**config.mk**
```make
export PLATFORM = sky130hd
export DESIGN_NAME = tick_timer
export DESIGN_NICKNAME = d
export VERILOG_FILES = /design/src/rtl/tick_timer_pkg.sv /design/src/rtl/tick_src_sel.sv /design/src/rtl/tick_prescaler.sv /design/src/rtl/tick_counter.sv /design/src/rtl/tick_watchdog.sv /design/src/rtl/tick_timer.sv
export SDC_FILE = /design/constraint.sdc
export NUM_CORES = 1
export LEC_CHECK = 0
export BUFFER_PORTS_ARGS = -buffer_cell sky130_fd_sc_hd__buf_2
export CAP_MARGIN = 25
export CORE_AREA = 5 5 73 75
export CTS_CLUSTER_DIAMETER = 80
export CTS_CLUSTER_SIZE = 28
export DETAILED_ROUTE_END_ITERATION = 6
export DIE_AREA = 0 0 78 80
export GPL_TIMING_DRIVEN = 0
export PLACE_DENSITY = 0.76
export SETUP_SLACK_MARGIN = 0.02
export SYNTH_ARGS = -nofsm -noshare
export SYNTH_HDL_FRONTEND = slang
export SYNTH_SLANG_ARGS = --single-unit
```
**constraint.sdc**
```tcl
create_clock -name clk -period 2.45 [get_ports clk]
set_input_delay 0.49 -clock clk [delete_from_list [all_inputs] [get_ports clk]]
set_output_delay 0.49 -clock clk [all_outputs]
set_load 0.05 [all_outputs]
```
**src/rtl/tick_timer_pkg.sv**
```systemverilog
package tick_timer_pkg;
  localparam int RATE_W = 3;
  localparam int DATA_W = 8;

  typedef struct packed {
    logic [1:0]        spare;
    logic              src_ext;
    logic              edge_fall;
    logic              pre_to_wdt;
    logic [RATE_W-1:0] rate;
  } opt_t;

  localparam logic [DATA_W-1:0] OPT_RST = '1;
  localparam int FLAG_BIT = 0;
  localparam int IEN_BIT  = 1;
endpackage

```
**src/rtl/tick_src_sel.sv**
```systemverilog
module tick_src_sel #(
  parameter int DIV = 4
) (
  input  logic clk,
  input  logic rst,
  input  logic ext_in,
  input  logic edge_fall,
  input  logic src_ext,
  output logic icyc,
  output logic src_evt
);
  localparam int PH_W = (DIV > 1) ? $clog2(DIV) : 1;

  logic [PH_W-1:0] phase;
  logic            s1, s2, lev_prev;
  logic            lev, edge_evt;

  always_ff @(posedge clk) begin
    if (rst) begin
      phase    <= '0;
      s1       <= 1'b0;
      s2       <= 1'b0;
      lev_prev <= 1'b0;
    end else begin
      phase    <= (phase == PH_W'(DIV - 1)) ? '0 : phase + 1'b1;
      s1       <= ext_in;
      s2       <= s1;
      lev_prev <= lev;
    end
  end

  assign icyc     = (phase == PH_W'(DIV - 1));
  assign lev      = s2 ^ edge_fall;
  assign edge_evt = lev & ~lev_prev;
  assign src_evt  = src_ext ? edge_evt : icyc;
endmodule

```
**src/rtl/tick_prescaler.sv**
```systemverilog
module tick_prescaler #(
  parameter int RATE_W = 3
) (
  input  logic              clk,
  input  logic              rst,
  input  logic              in_evt,
  input  logic              clr,
  input  logic [RATE_W-1:0] rate,
  output logic              tmr_out,
  output logic              wdt_out
);
  localparam int NTAP = 1 << RATE_W;

  logic [NTAP-1:0] pcnt;
  logic [NTAP-1:0] tmr_tap, wdt_tap;

  always_ff @(posedge clk) begin
    if (rst || clr)  pcnt <= '0;
    else if (in_evt) pcnt <= pcnt + 1'b1;
  end

  for (genvar k = 0; k < NTAP; k++) begin : g_tap
    assign tmr_tap[k] = in_evt & (&pcnt[k:0]);
    if (k == 0) begin : g_first
      assign wdt_tap[k] = in_evt;
    end else begin : g_rest
      assign wdt_tap[k] = in_evt & (&pcnt[k-1:0]);
    end
  end

  assign tmr_out = tmr_tap[rate];
  assign wdt_out = wdt_tap[rate];
endmodule

```
**src/rtl/tick_counter.sv**
```systemverilog
module tick_counter #(
  parameter int CNT_W = 8,
  parameter int HOLD  = 2
) (
  input  logic             clk,
  input  logic             rst,
  input  logic             icyc,
  input  logic             inc_evt,
  input  logic             wr,
  input  logic [CNT_W-1:0] wdata,
  output logic [CNT_W-1:0] cnt,
  output logic             ovf,
  output logic             hold_busy
);
  localparam int HOLD_W = $clog2(HOLD + 1);

  logic              pend, sy;
  logic [HOLD_W-1:0] hold;

  always_ff @(posedge clk) begin
    if (rst) begin
      cnt  <= '0;
      pend <= 1'b0;
      sy   <= 1'b0;
      hold <= '0;
    end else if (wr) begin
      cnt  <= wdata;
      pend <= 1'b0;
      sy   <= 1'b0;
      hold <= HOLD_W'(HOLD);
    end else if (icyc) begin
      if (hold != '0)  hold <= hold - 1'b1;
      else if (sy)     cnt  <= cnt + 1'b1;
      sy   <= pend | inc_evt;
      pend <= 1'b0;
    end else begin
      pend <= pend | inc_evt;
    end
  end

  assign hold_busy = (hold != '0);
  assign ovf = ~wr & icyc & ~hold_busy & sy & (&cnt);
endmodule

```
**src/rtl/tick_watchdog.sv**
```systemverilog
module tick_watchdog #(
  parameter int WDT_W = 8
) (
  input  logic clk,
  input  logic rst,
  input  logic en,
  input  logic evt,
  input  logic clr,
  output logic to
);
  logic [WDT_W-1:0] wc;

  always_ff @(posedge clk) begin
    if (rst || clr) begin
      wc <= '0;
      to <= 1'b0;
    end else begin
      to <= 1'b0;
      if (en && evt) begin
        wc <= wc + 1'b1;
        to <= &wc;
      end
    end
  end
endmodule

```
**src/rtl/tick_timer.sv**
```systemverilog
module tick_timer
  import tick_timer_pkg::*;
#(
  parameter int DIV   = 4,
  parameter int WDT_W = 8,
  parameter int HOLD  = 2
) (
  input  logic              clk,
  input  logic              rst,
  input  logic              ext_in,
  input  logic [DATA_W-1:0] wdata,
  input  logic              wr_opt,
  input  logic              wr_cnt,
  input  logic              wr_intc,
  input  logic              wdt_en,
  input  logic              wdt_clr,
  output logic [DATA_W-1:0] opt_q,
  output logic [DATA_W-1:0] cnt_q,
  output logic              flag_q,
  output logic              ien_q,
  output logic              irq,
  output logic              wdt_to
);
  opt_t opt;
  logic icyc, src_evt, pre_in, pre_clr, pre_tmr, pre_wdt;
  logic tmr_evt, wdt_base, wdt_evt, ovf, hold_busy;

  assign opt = opt_t'(opt_q);

  always_ff @(posedge clk) begin
    if (rst) begin
      opt_q  <= OPT_RST;
      flag_q <= 1'b0;
      ien_q  <= 1'b0;
    end else begin
      if (wr_opt) opt_q <= wdata;
      if (ovf)          flag_q <= 1'b1;
      else if (wr_intc) flag_q <= wdata[FLAG_BIT];
      if (wr_intc) ien_q <= wdata[IEN_BIT];
    end
  end

  tick_src_sel #(.DIV(DIV)) u_src (
    .clk(clk), .rst(rst), .ext_in(ext_in), .edge_fall(opt.edge_fall),
    .src_ext(opt.src_ext), .icyc(icyc), .src_evt(src_evt)
  );

  assign wdt_base = icyc & wdt_en;
  assign pre_in   = opt.pre_to_wdt ? wdt_base : src_evt;
  assign pre_clr  = opt.pre_to_wdt ? wdt_clr : wr_cnt;

  tick_prescaler #(.RATE_W(RATE_W)) u_pre (
    .clk(clk), .rst(rst), .in_evt(pre_in), .clr(pre_clr), .rate(opt.rate),
    .tmr_out(pre_tmr), .wdt_out(pre_wdt)
  );

  assign tmr_evt = opt.pre_to_wdt ? src_evt : pre_tmr;
  assign wdt_evt = opt.pre_to_wdt ? pre_wdt : wdt_base;

  tick_counter #(.CNT_W(DATA_W), .HOLD(HOLD)) u_cnt (
    .clk(clk), .rst(rst), .icyc(icyc), .inc_evt(tmr_evt), .wr(wr_cnt),
    .wdata(wdata), .cnt(cnt_q), .ovf(ovf), .hold_busy(hold_busy)
  );

  tick_watchdog #(.WDT_W(WDT_W)) u_wdt (
    .clk(clk), .rst(rst), .en(wdt_en), .evt(wdt_evt), .clr(wdt_clr), .to(wdt_to)
  );

  assign irq = flag_q & ien_q;
endmodule

```
=== Word level (Yosys, flattened, before mapping) ===
Cells that the tools add are included.

* Equality and inequality tests: 2
* Add/subtract/negate cells: 5
* Reduce and logical (&&, ||, !) cells: 24
* Mux-type cells: 18
* Magnitude comparators: 1
* Bitwise logic cells: 21

{| class="wikitable"
|+ Operators with widths
! operator !! count
|-
| 8-bit two-way mux || 4
|-
| 8-bit by 1-bit adder with 8-bit output (second input constant) || 3
|-
| 8-bit AND reduction || 3
|-
| 1-bit bitwise AND || 15
|-
| 2-bit nonzero test || 5
|-
| 1-bit two-way mux || 9
|-
| 7-bit AND reduction || 1
|-
| 1-bit binary-select mux with 3-bit select || 2
|-
| 2-bit two-way mux || 3
|-
| 2-bit AND reduction || 3
|-
| 3-bit AND reduction || 2
|-
| 6-bit AND reduction || 1
|-
| 2-bit OR reduction || 3
|-
| 5-bit AND reduction || 1
|-
| 3-bit by 4-bit < comparator with 1-bit output (second input constant) || 1
|-
| 1-bit inverter || 4
|-
| 4-bit AND reduction || 1
|-
| 3-bit OR reduction || 1
|-
| 2-bit by 1-bit adder with 2-bit output (second input constant) || 1
|-
| 2-bit == test (second input constant) || 1
|-
| 1-bit logical OR || 2
|-
| 2-bit inequality test (second input constant) || 1
|-
| 2-bit by 1-bit subtractor with 2-bit output (second input constant) || 1
|-
| 1-bit logical AND || 1
|-
| 2 further kinds || 2
|}

* Flip-flop bits (word level): 44
* Output and inout port bits: 20
* Word-level logic and storage cells: 86
* Input port bits: 16

=== Longest topological paths before layout ===
Gate-level depths: netlist (run 1).

* Word-level depth: 11
* Gate-level depth with buffers: 9
* Mapped depth without buffers: 8

=== Hierarchy ===
Synthesis (run 1) repeated with hierarchy kept, for this count alone.

* Cells, all modules: 239
* Area total of the unflattened synthesis: 2,210.9 µm²

{| class="wikitable"
|+ By module, submodules not included
! module !! cells each !! area an instance (µm²) !! times used
|-
| tick_counter || 73 || 649.4 || 1
|-
| tick_prescaler || 63 || 561.8 || 1
|-
| tick_timer || 42 || 430.4 || 1
|-
| tick_watchdog || 46 || 402.9 || 1
|-
| tick_src_sel || 15 || 166.4 || 1
|}

=== Least setup slack after synthesis (run 1) ===
No wires, ideal clock.

* Path type: register to register
* Start: register opt_q[1]
* End: register u_wdt.wc[5]
* Arrival: 2,226 ps
* Data required time: 2,380 ps
* Cell stages (with the launch flop): 8
* Buffers on the path: 2
* Setup slack: 154 ps
* Cells stage by stage: dfxtp_1 clkbuf_1 nand2_1 a2111o_1 and4_4 buf_6 or4_1 a21oi_1

* Cells in the longest elaborated chain, start to end: 4

{| class="wikitable"
|+ Ends and longest elaborated chain
! item !! RTL line !! source
|-
| start, declared || tick_timer.sv:17 || <nowiki>output logic [DATA_W-1:0] opt_q,</nowiki>
|-
| start signal, assigned || tick_timer.sv:36 || <nowiki>if (wr_opt) opt_q <= wdata;</nowiki>
|-
| 1-bit binary-select mux with 3-bit select || tick_prescaler.sv:32 || <nowiki>assign wdt_out = wdt_tap[rate];</nowiki>
|-
| 1-bit two-way mux (implied by the code) || tick_prescaler.sv:32 ||
|-
| 1-bit two-way mux || tick_timer.sv:58 || <nowiki>assign wdt_evt = opt.pre_to_wdt ? pre_wdt : wdt_base;</nowiki>
|-
| 1-bit logical AND || tick_watchdog.sv:19 || <nowiki>if (en && evt) begin</nowiki>
|-
| end signal, assigned || tick_watchdog.sv:20 || <nowiki>wc <= wc + 1'b1;</nowiki>
|-
| end, declared || tick_watchdog.sv:11 || <nowiki>logic [WDT_W-1:0] wc;</nowiki>
|}

No other way between the ends. The select of a mux whose other input is x is not followed.
A chain may end at the register's enable or synchronous reset.

=== Final worst setup path (run 1) ===
* Start: register u_pre.pcnt[0]
* End: register u_wdt.wc[5]

* Cells in the longest elaborated chain, start to end: 6

{| class="wikitable"
|+ Ends and longest elaborated chain
! item !! RTL line !! source
|-
| start, declared || tick_prescaler.sv:14 || <nowiki>logic [NTAP-1:0] pcnt;</nowiki>
|-
| start signal, assigned || tick_prescaler.sv:19 || <nowiki>else if (in_evt) pcnt <= pcnt + 1'b1;</nowiki>
|-
| 7-bit AND reduction, or another cell as far along || tick_prescaler.sv:27 || <nowiki>assign wdt_tap[k] = in_evt & (&pcnt[k-1:0]);</nowiki>
|-
| 1-bit bitwise AND || tick_prescaler.sv:27 ||
|-
| 1-bit binary-select mux with 3-bit select (*) || tick_prescaler.sv:32 ||
|-
| 1-bit two-way mux (implied by the code) (*) || tick_prescaler.sv:32 ||
|-
| 1-bit two-way mux (*) || tick_timer.sv:58 ||
|-
| 1-bit logical AND (*) || tick_watchdog.sv:19 ||
|}

Every way passes the cells marked *; elsewhere a longest branch is shown, timed or not. The select of a mux whose other input is x is not followed.

==> results.sh, run 1 <==
export IMPL_status="finished clean"
export IMPL_ant_nets=0
export IMPL_setup_ws_ns=0.156
export IMPL_relSlewSlack_pct=53.7
export IMPL_syn_nets=273
export IMPL_grt_first_pass_wirelength_um=8270
export IMPL_slew_viol_final=0
export IMPL_num_rows=25
export IMPL_synth_area_leaders="dfxtp_1 (41%), nand2_1 (6.1%), mux2i_1 (6.0%)"
export IMPL_finalHoldViolations=0
export IMPL_arrival_ns=2.53
export IMPL_critPathCaptureType="register"
export IMPL_vias=1884
export IMPL_path_clk_slew_ns=0.09
export IMPL_hold_class="in -> reg"
export IMPL_grt_pass1_vias=1820
export IMPL_timing_max_cap_violations=0
export IMPL_synth_cell_type_count=50
export IMPL_rsz0062_at_grt="no"
export IMPL_drtIter0Drc=61
export IMPL_stdcell_count=347
export IMPL_cts_buffers=5
export IMPL_yosysMostFrequentCell="dfxtp_1"
export IMPL_wl_um=4630
export IMPL_synthTopCellsByCount="dfxtp_1 (44), nand2_1 (35), nor2_1 (23), a21oi_1 (18), mux2i_1 (13)"
export IMPL_cts_root_buffer="clkbuf_8"
export IMPL_die_width_um=78
export IMPL_leakage_nw=1.00
export IMPL_detail_route_wl_per_cell_um=13.3
export IMPL_yosys_warnings=0
export IMPL_drtPass1Iterations=4
export IMPL_ir_worst_vdd_uv=469
export IMPL_whs_ns=0.387
export IMPL_max_freq_ghz=0.436
export IMPL_synthCells=251
export IMPL_cts_sinks=44
export IMPL_tightestPinTransition_ns=0.692
export IMPL_finalNetCount=314
export IMPL_setup_violations_final=0
export IMPL_grt_total_usage_pct=16.4
export IMPL_ys_flop_type="dfxtp_1"
export IMPL_crit_fanout=10
export IMPL_finalCritPeriodShare_pct=93.6
export IMPL_die_area_mm2=0.00624
export IMPL_syn_area_per_cell_um2=8.58
export IMPL_fill_cells=425
export IMPL_clock_skew_final_ns=0.0115
export IMPL_htreeDepth=2
export IMPL_cts_max_path_buffers=2
export IMPL_startpoint_type="register"
export IMPL_ys_seq_elements=44
export IMPL_drive_gt1_share_pct=19.5
export IMPL_viasPerCell=5.43
export IMPL_overflow=0
export IMPL_drc=0
export IMPL_synthArstFlopShare_pct=0
export IMPL_syn_to_final_growth_pct=17.0
export IMPL_tns_ns=0
export IMPL_ctsHoldBuffers=0
export IMPL_crit_type="reg -> reg"
export IMPL_netlist_area_mm2=0.00215
export IMPL_post_route_min_period_ns=2.29
export IMPL_grt_max_degree=16
export IMPL_coreArea_mm2=0.00460
export IMPL_diodes=0
export IMPL_pre_cts_ws_ns=0.0104
export IMPL_clk_latency_ns=0.31
export IMPL_p_per_area_mw_per_mm2=624
export IMPL_cts_tree="yes"
export IMPL_die_height_um=80
export IMPL_placed_cells=339
export IMPL_place_hpwl_um=3460
export IMPL_ys_seq_area_share_pct=40.9
export IMPL_synth_largest_area_cell="dfxtp_1"
export IMPL_antenna_found_initial=0
export IMPL_numPortBuffers=34
export IMPL_synth_edf_count=0
export IMPL_routabilityCongestion=0.869
export IMPL_critPathRequiredTime_ns=2.69
export IMPL_initial_core_util_pct=46.8
export IMPL_yosysTopAreaCellShare_pct=40.9
export IMPL_io_pins=36
==> metal layers <==
| metal | share of wire (%) | GRT usage [%] |
|---|---|---|
| met4 | 1.6 | 5.57 |
| met2 | 45 | 25.5 |
| met5 | 0 | 0 |
| met3 | 5.3 | 3.95 |
| met1 | 48 | 22.1 |
==> where the power goes <==
group / internal [mW] / switching (mW)
sequential: 0.744 / 0.0218
clock: 0.307 / 0.271
combinational: 0.0749 / 0.154
total: 1.13 / 0.447
==> area by class of cell <==
class	instances	area, µm²	area share [%]
inverter	9	33.8	1.34
clock inverter	3	46.3	1.84
clock buffer	5	68.8	2.73
sequential	44	882	35.0
timing repair buffer	34	170	6.75
buffer	14	71.3	2.83
multi-input combinational	184	1180	46.8
tap	54	67.6	2.68
==> cells in the final DEF, fill, tap and decap left out, types with 2 or more instances in the layout <==
cell and instances:
xnor2_1 10, clkinv_1 2, inv_1 7, nor4_1 6, nand3_1 4, a211oi_1 2
nand4_1 5, and3_1 3, nor2b_1 6, xor2_1 3, mux2i_1 13, clkbuf_1 7
nor3_1 7, or2_2 2, o31a_1 2, dfxtp_1 43, nor2_1 23, buf_4 2
or4_1 4, o31ai_1 6, ha_1 5, buf_2 37, o211ai_1 2, nand2b_1 2
and2_1 3, nand2_1 35, clkbuf_8 5, a21oi_1 18, a31oi_1 2
==> final timing paths <==
| path | endpoint | startpoint | depth (start not counted) | slack [ns] |
|---|---|---|---|---|
| worst min-delay path | u_src.s1$_SDFF_PP0_ | ext_in | 2 | 0.39 |
| worst max-delay path | u_wdt.wc[5]$_SDFFE_PP0P_ | u_pre.pcnt[0]$_SDFFE_PP0N_ | 9 | 0.16 |
| worst min register to register | u_src.phase[0]$_SDFF_PP0_ | u_src.phase[0]$_SDFF_PP0_ | 1 | 0.44 |
| worst max register to register | u_wdt.wc[5]$_SDFFE_PP0P_ | u_pre.pcnt[0]$_SDFFE_PP0N_ | 9 | 0.16 |
==> state kept, by name, summed over array words and instances (netlist names), 2 cells and up <==
signal	flops
u_wdt.wc	8
opt_q	8
u_pre.pcnt	8
u_cnt.cnt	8
u_cnt.hold	2
u_src.phase	2
==> worst max-delay path, stage by stage, from the launching register on <==
cell	delay (ns)
dfxtp_2	0.41
ha_4	0.18
and3_2	0.18
ha_1	0.16
nand2_1	0.06
a211o_1	0.29
and4_4	0.22
buf_6	0.13
or4_1	0.46
a21oi_1	0.14
==> repair_timing <==
action,in CTS,in global routing
endpoints found under the setup margin,1,4
resized for setup,1,2
buffers inserted,0,0
==> per-stage QoR <==
step                      cell area [µm²]  utilization, %  total power, mW
after floorplan                      2150               -            0.948
after global placement               2390            52.0             1.01
after detailed placement             2390            52.0             1.01
after CTS                            2510            54.6             1.58
after global routing                 2520            54.8             1.65
final                                2520            54.8             1.57
==> cell families after synthesis <==
family                     after synthesis  synth area share [%]
DFF                                     44                  40.9
buffers and inverters                   23                  4.88
adders and majority gates                6                  3.49
muxes                                   14                  6.57
and+or+nand+nor                        109                  25.8
AOI/OAI and AO/OA                       42                  13.1
xor gates and xnor gates                13                  5.29
No activity file was read; power rests on OpenSTA's default activity.
==> inputs of run 2 (changes only) <==
--- a/config.mk
+++ b/config.mk
@@ -7,11 +7,11 @@
 export LEC_CHECK = 0
 export BUFFER_PORTS_ARGS = -buffer_cell sky130_fd_sc_hd__buf_2
 export CAP_MARGIN = 25
-export CORE_AREA = 5 5 73 75
+export CORE_AREA = 5 5 83 66
 export CTS_CLUSTER_DIAMETER = 80
 export CTS_CLUSTER_SIZE = 28
 export DETAILED_ROUTE_END_ITERATION = 6
-export DIE_AREA = 0 0 78 80
+export DIE_AREA = 0 0 88 71
 export GPL_TIMING_DRIVEN = 0
 export PLACE_DENSITY = 0.76
 export SETUP_SLACK_MARGIN = 0.02
==> run 2 against run 1 <==
  * Cell count grew 1.4%
  * Clock skew shrank 0.0061 ns
  * Non-clock buffer count is the same
  * Maximum frequency shrank 1.9%
  * Global-route usage shrank 0.084 points
  * Sequential power is essentially flat
==> results.sh, run 2 (same netlist as run 1, synthesis figures left out) <==
export IMPL_status="finished clean"
export IMPL_rsz0062_at_grt="no"
export IMPL_routabilityCongestion=0.782
export IMPL_hold_start="ext_in"
export IMPL_whs_ns=0.400
export IMPL_die_width_um=88
export IMPL_grt_busiest_layer="met2"
export IMPL_antenna_found_initial=0
export IMPL_arrival_ns=2.57
export IMPL_worstHoldPathCells=2
export IMPL_grt_use_met2_pct=24.3
export IMPL_die_area_mm2=0.00625
export IMPL_rrSetupSlack_ns=0.11
export IMPL_syn_to_final_growth_pct=18.2
export IMPL_drive_gt1_share_pct=19.5
export IMPL_numPortBuffers=34
export IMPL_startpoint_type="register"
export IMPL_cts_root_buffer="clkbuf_8"
export IMPL_grt_total_usage_pct=16.3
export IMPL_timing_rr_start="u_pre.pcnt[0]$_SDFFE_PP0N_"
export IMPL_critical_path_cell_chain="ha_4 > and3_2 > ha_1 > nand2_1 > a211o_1 > and4_4 > buf_6 > or4_1 > a21oi_1"
export IMPL_tns_ns=0
export IMPL_vias=1909
export IMPL_crit_fanout=10
export IMPL_use_met3_pct=5.59
export IMPL_timing_max_cap_violations=0
export IMPL_slew_viol_final=0
export IMPL_ant_nets=0
export IMPL_clk_latency_ns=0.30
export IMPL_wl_um=4950
export IMPL_viasPerCell=5.42
export IMPL_coreArea_mm2=0.00465
export IMPL_reg2reg_depth=9
export IMPL_clock_skew_final_ns=0.00536
export IMPL_final_common_cell="dfxtp_1"
export IMPL_crit_cells=9
export IMPL_path_clk_slew_ns=0.08
export IMPL_pre_cts_ws_ns=0.00947
export IMPL_io_pins=36
export IMPL_slowest_delay_ns=0.47
export IMPL_tightestPinTransition_ns=0.683
export IMPL_hold_class="in -> reg"
export IMPL_die_height_um=71
export IMPL_cp_slowest_cell="or4_1"
export IMPL_stdcell_count=352
export IMPL_cts_sinks=44
export IMPL_finalNetCount=314
export IMPL_p_per_area_mw_per_mm2=645
export IMPL_crit_family="simple AND/OR/NAND/NOR gates"
export IMPL_dpl_instance_area_mm2=0.00240
export IMPL_cp_num_buf_inv=1
export IMPL_cts_tree="yes"
export IMPL_r2r_end="u_wdt.wc[5]$_SDFFE_PP0P_"
export IMPL_grt_util_met1_pct=21.9
export IMPL_drtIter0Drc=81
export IMPL_htreeDepth=2
export IMPL_diodes=0
export IMPL_critPathCaptureType="register"
export IMPL_post_route_min_period_ns=2.34
export IMPL_layout_common_cells="dfxtp_1 (42), buf_2 (37), nand2_1 (35), nor2_1 (23), a21oi_1 (18)"
export IMPL_critPathRequiredTime_ns=2.68
export IMPL_fin_area_mm2=0.00254
export IMPL_ir_worst_vdd_uv=425
export IMPL_grt_first_pass_wirelength_um=8090
export IMPL_initial_core_util_pct=46.3
export IMPL_ctsHoldBuffers=0
export IMPL_p_total_mw=1.64
export IMPL_drtPass1Iterations=4
export IMPL_leakage_nw=1.01
export IMPL_grt_pass1_vias=1757
export IMPL_max_freq_ghz=0.428
export IMPL_grt_max_degree=14
export IMPL_num_rows=22
export IMPL_drc=0
export IMPL_setup_ws_ns=0.111
export IMPL_fill_cells=440
export IMPL_cts_max_path_buffers=2
export IMPL_final_util_pct=54.7
export IMPL_place_hpwl_um=3600
export IMPL_finalHoldViolations=0
export IMPL_placed_cells=345
export IMPL_relSlewSlack_pct=54.3
export IMPL_hold_path_end="u_src.s1$_SDFF_PP0_"
export IMPL_crit_type="reg -> reg"
export IMPL_cts_buffers=5
export IMPL_setup_violations_final=0
export IMPL_finalCritPeriodShare_pct=95.5
export IMPL_detail_route_wl_per_cell_um=14.1
export IMPL_overflow=0
## run 2: how the worst max path moves through the flow
stage	start	end	slack [ns]
after floorplan	opt_q[1]$_SDFFE_PP1P_	u_wdt.wc[5]$_SDFFE_PP0P_	0.15
after global placement	u_pre.pcnt[0]$_SDFFE_PP0N_	u_wdt.wc[5]$_SDFFE_PP0P_	0.05
after detailed placement	u_pre.pcnt[0]$_SDFFE_PP0N_	u_wdt.wc[5]$_SDFFE_PP0P_	0.009
after CTS	u_pre.pcnt[0]$_SDFFE_PP0N_	u_wdt.wc[5]$_SDFFE_PP0P_	0.03
after global routing	u_pre.pcnt[0]$_SDFFE_PP0N_	u_wdt.wc[5]$_SDFFE_PP0P_	0.03
final	u_pre.pcnt[0]$_SDFFE_PP0N_	u_wdt.wc[5]$_SDFFE_PP0P_	0.11
## run 2: where the power goes
part	total, mW	leakage, nW	internal [mW]	switching [mW]
Sequential	0.764	0.362	0.743	0.0216
Combinational	0.230	0.585	0.0748	0.155
Clock	0.648	0.0642	0.401	0.247
## run 2: area by class of cell
class                      instances  area, µm²  area share [%]
clock buffer                       5       68.8            2.70
multi-input combinational        184       1180            46.4
inverter                           9       33.8            1.33
timing repair buffer              34        170            6.69
clock inverter                     2       60.1            2.36
tap                               60       75.1            2.95
sequential                        44        886            34.8
buffer                            14       71.3            2.80
## run 2: per-layer routing
layer	vias to the layer above	routed length [µm]
met1	880	2440
met5	-	0
met2	50	2120
met4	0	57
li1	969	-
met3	10	339
## run 2: repair_timing
action / 4_1_cts / 5_1_grt
setup endpoints to repair: 2 / 2
setup buffers: 0 / 0
gates resized for setup: 2 / 3
==> inputs of run 3 (changes only) <==
--- a/config.mk
+++ b/config.mk
@@ -7,14 +7,15 @@
 export LEC_CHECK = 0
 export BUFFER_PORTS_ARGS = -buffer_cell sky130_fd_sc_hd__buf_2
 export CAP_MARGIN = 25
-export CORE_AREA = 5 5 83 66
+export CORE_AREA = 5 5 84 67
 export CTS_CLUSTER_DIAMETER = 80
 export CTS_CLUSTER_SIZE = 28
 export DETAILED_ROUTE_END_ITERATION = 6
-export DIE_AREA = 0 0 88 71
+export DIE_AREA = 0 0 89 72
 export GPL_TIMING_DRIVEN = 0
 export PLACE_DENSITY = 0.76
 export SETUP_SLACK_MARGIN = 0.02
 export SYNTH_ARGS = -nofsm -noshare
 export SYNTH_HDL_FRONTEND = slang
+export SYNTH_HIERARCHICAL = 1
 export SYNTH_SLANG_ARGS = --single-unit
==> run 3 against run 2 <==
  * Setup slack got worse by 0.23 ns
  * Total power decreased by 8.1%
  * Flip-flop and latch count unchanged
  * Critical path depth increased by 7
  * Critical path type unchanged
  * Synthesized cell count decreased by 5.2%
  * The flow now finishes with violations (setup timing)
  * Cell count increased by 0.28%
  * Die area increased by 2.6%
  * Clock power decreased by 34%
  * Largest cell class unchanged
  * Synthesized area increased by 2.4%
  * Register-to-register slack got worse by 0.23 ns
  * Cell area increased by 11%
  * Non-clock buffer count increased by 9
==> results.sh, run 3 <==
export IMPL_slew_viol_final=0
export IMPL_max_freq_ghz=0.389
export IMPL_p_per_area_mw_per_mm2=536
export IMPL_overflow=0
export IMPL_ir_worst_vdd_uv=305
export IMPL_numPortBuffers=35
export IMPL_cts_tree="yes"
export IMPL_layout_common_cells="dfxtp_1 (38), buf_2 (35), nor2_1 (21), nand2_1 (15)"
export IMPL_pre_cts_ws_ns=-0.445
export IMPL_hold_class="in -> reg"
export IMPL_critPathRequiredTime_ns=2.66
export IMPL_htreeDepth=2
export IMPL_violations="setup timing"
export IMPL_cts_max_path_buffers=2
export IMPL_drtIter0Drc=72
export IMPL_grt_first_pass_wirelength_um=8360
export IMPL_ant_nets=0
export IMPL_grt_total_usage_pct=16.3
export IMPL_placed_cells=333
export IMPL_syn_to_final_growth_pct=27.6
export IMPL_netlist_area_mm2=0.00220
export IMPL_place_hpwl_um=3540
export IMPL_tightestPinTransition_ns=0.514
export IMPL_initial_core_util_pct=46.8
export IMPL_syn_area_per_cell_um2=9.26
export IMPL_synthCells=238
export IMPL_drive_gt1_share_pct=37.5
export IMPL_syn_nets=260
export IMPL_path_clk_slew_ns=0.08
export IMPL_timing_max_cap_violations=0
export IMPL_clock_skew_final_ns=0.00529
export IMPL_die_height_um=72
export IMPL_wl_um=5210
export IMPL_cts_buffers=5
export IMPL_clk_latency_ns=0.28
export IMPL_finalNetCount=314
export IMPL_stdcell_count=353
export IMPL_final_common_cell="dfxtp_1"
export IMPL_detail_route_wl_per_cell_um=14.8
export IMPL_drc=0
export IMPL_crit_fanout=3
export IMPL_die_area_mm2=0.00641
export IMPL_viasPerCell=5.47
export IMPL_cts_sinks=44
export IMPL_coreArea_mm2=0.00471
export IMPL_finalCritPeriodShare_pct=105
export IMPL_diodes=0
export IMPL_leakage_nw=1.07
export IMPL_io_pins=36
export IMPL_critPathCaptureType="register"
export IMPL_yosys_warnings=6
export IMPL_slowest_delay_ns=0.40
export IMPL_finalHoldViolations=0
export IMPL_crit_type="reg -> reg"
export IMPL_arrival_ns=2.79
export IMPL_grt_pass1_vias=1834
export IMPL_routabilityCongestion=0.811
export IMPL_vias=1931
export IMPL_critical_path_cell_chain="ha_4 > inv_2 > o22ai_4 > inv_2 > o21ai_4 > buf_6 > nand3_4 > nor2_4 > o21ai_2 > a311oi_2 > nand2_1 > o21ai_4 > buf_6 > nand3_2 > or4_1 > a21oi_1"
export IMPL_grt_max_degree=14
export IMPL_cp_slowest_cell="or4_1"
export IMPL_num_rows=22
export IMPL_setup_ws_ns=-0.121
export IMPL_startpoint_type="register"
export IMPL_post_route_min_period_ns=2.57
export IMPL_relSlewSlack_pct=65.7
export IMPL_cts_root_buffer="clkbuf_8"
export IMPL_antenna_found_initial=0
export IMPL_setup_violations_final=6
export IMPL_die_width_um=89
export IMPL_rsz0062_at_grt="yes"
export IMPL_drtPass1Iterations=4
export IMPL_status="finished, violations left"
## run 3: cell types whose count changed in the layout (fill, tap and decap cells not counted), sizes merged, moves of 4 or more
cell and change:
a211o +7, a21oi -4, a311oi +9, buf +11
inv +5, mux2i -7, nand2 -19, nor2b +7
nor3 -4, nor4 -4, o21ai +7, xnor2 -4
## run 3: area by class of cell
type	instances	area, µm²
flip-flops and latches	44	893
clock buffers	7	76.3
multi-input cells	172	1380
plain buffers	10	67.6
inverters	12	45.0
repair buffers	47	277
well taps	60	75.1
fillers	415	1890
clock inverters	1	5.00
## run 3: timing repair
item,in CTS,in global routing
hold buffers,0,0
setup buffers,9,3
setup endpoints to repair,8,11
endpoints found under the hold margin,0,0
resized for setup,6,22
pin swaps,10,9
## run 3: where the power goes
part	internal (mW)	switching [mW]	total, mW
Clock	0.200	0.224	0.425
Combinational	0.119	0.184	0.303
Sequential	0.748	0.0335	0.781
Total	1.07	0.442	1.51
## run 3: worst paths after layout
| path | start | end | depth (start not counted) | slack [ns] |
|---|---|---|---|---|
| max reg2reg | u_src/phase[0]$_SDFF_PP0_ | u_wdt/wc[6]$_SDFFE_PP0P_ | 16 | -0.12 |
| min reg2reg | u_src/phase[0]$_SDFF_PP0_ | u_src/phase[0]$_SDFF_PP0_ | 1 | 0.45 |
| max | u_src/phase[0]$_SDFF_PP0_ | u_wdt/wc[6]$_SDFFE_PP0P_ | 16 | -0.12 |
| min | wdata[3] | opt_q[3]$_SDFFE_PP1P_ | 2 | 0.43 |
## run 3: per-layer routing
layer / up-vias / global-route usage (%) / share of wire (%)
li1: 977 / - / -
met1: 910 / 22.0 / 49
met2: 40 / 26.1 / 47
met3: 4 / 4.31 / 3.8
met4: 0 / 3.80 / 0.48
met5: - / 0 / 0
## run 3: worst max-delay path, delay by kind of cell (launching register included)
kind / cells / cell delay (ns)
simple gates: 5 / 0.77
compound gates: 6 / 0.88
buf+inv: 4 / 0.36
flops: 1 / 0.36
fa+ha+maj: 1 / 0.14
## run 3: metrics by stage
| step | cell area [µm²] | setup TNS, ns | hold slack (ns) | util, % | power [mW] |
|---|---|---|---|---|---|
| after CTS | 2670 | -0.200 | 0.420 | 56.7 | 1.50 |
| after detailed placement | 2490 | -1.80 | 0.435 | 53.0 | 1.06 |
| after floorplan | 2240 | -0.331 | 0.405 | - | 0.982 |
| after global routing | 2810 | -1.37 | 0.414 | 59.8 | 1.59 |
| final | 2810 | -0.436 | 0.431 | 59.8 | 1.51 |
| after global placement | 2490 | -1.61 | 0.415 | 53.0 | 1.05 |
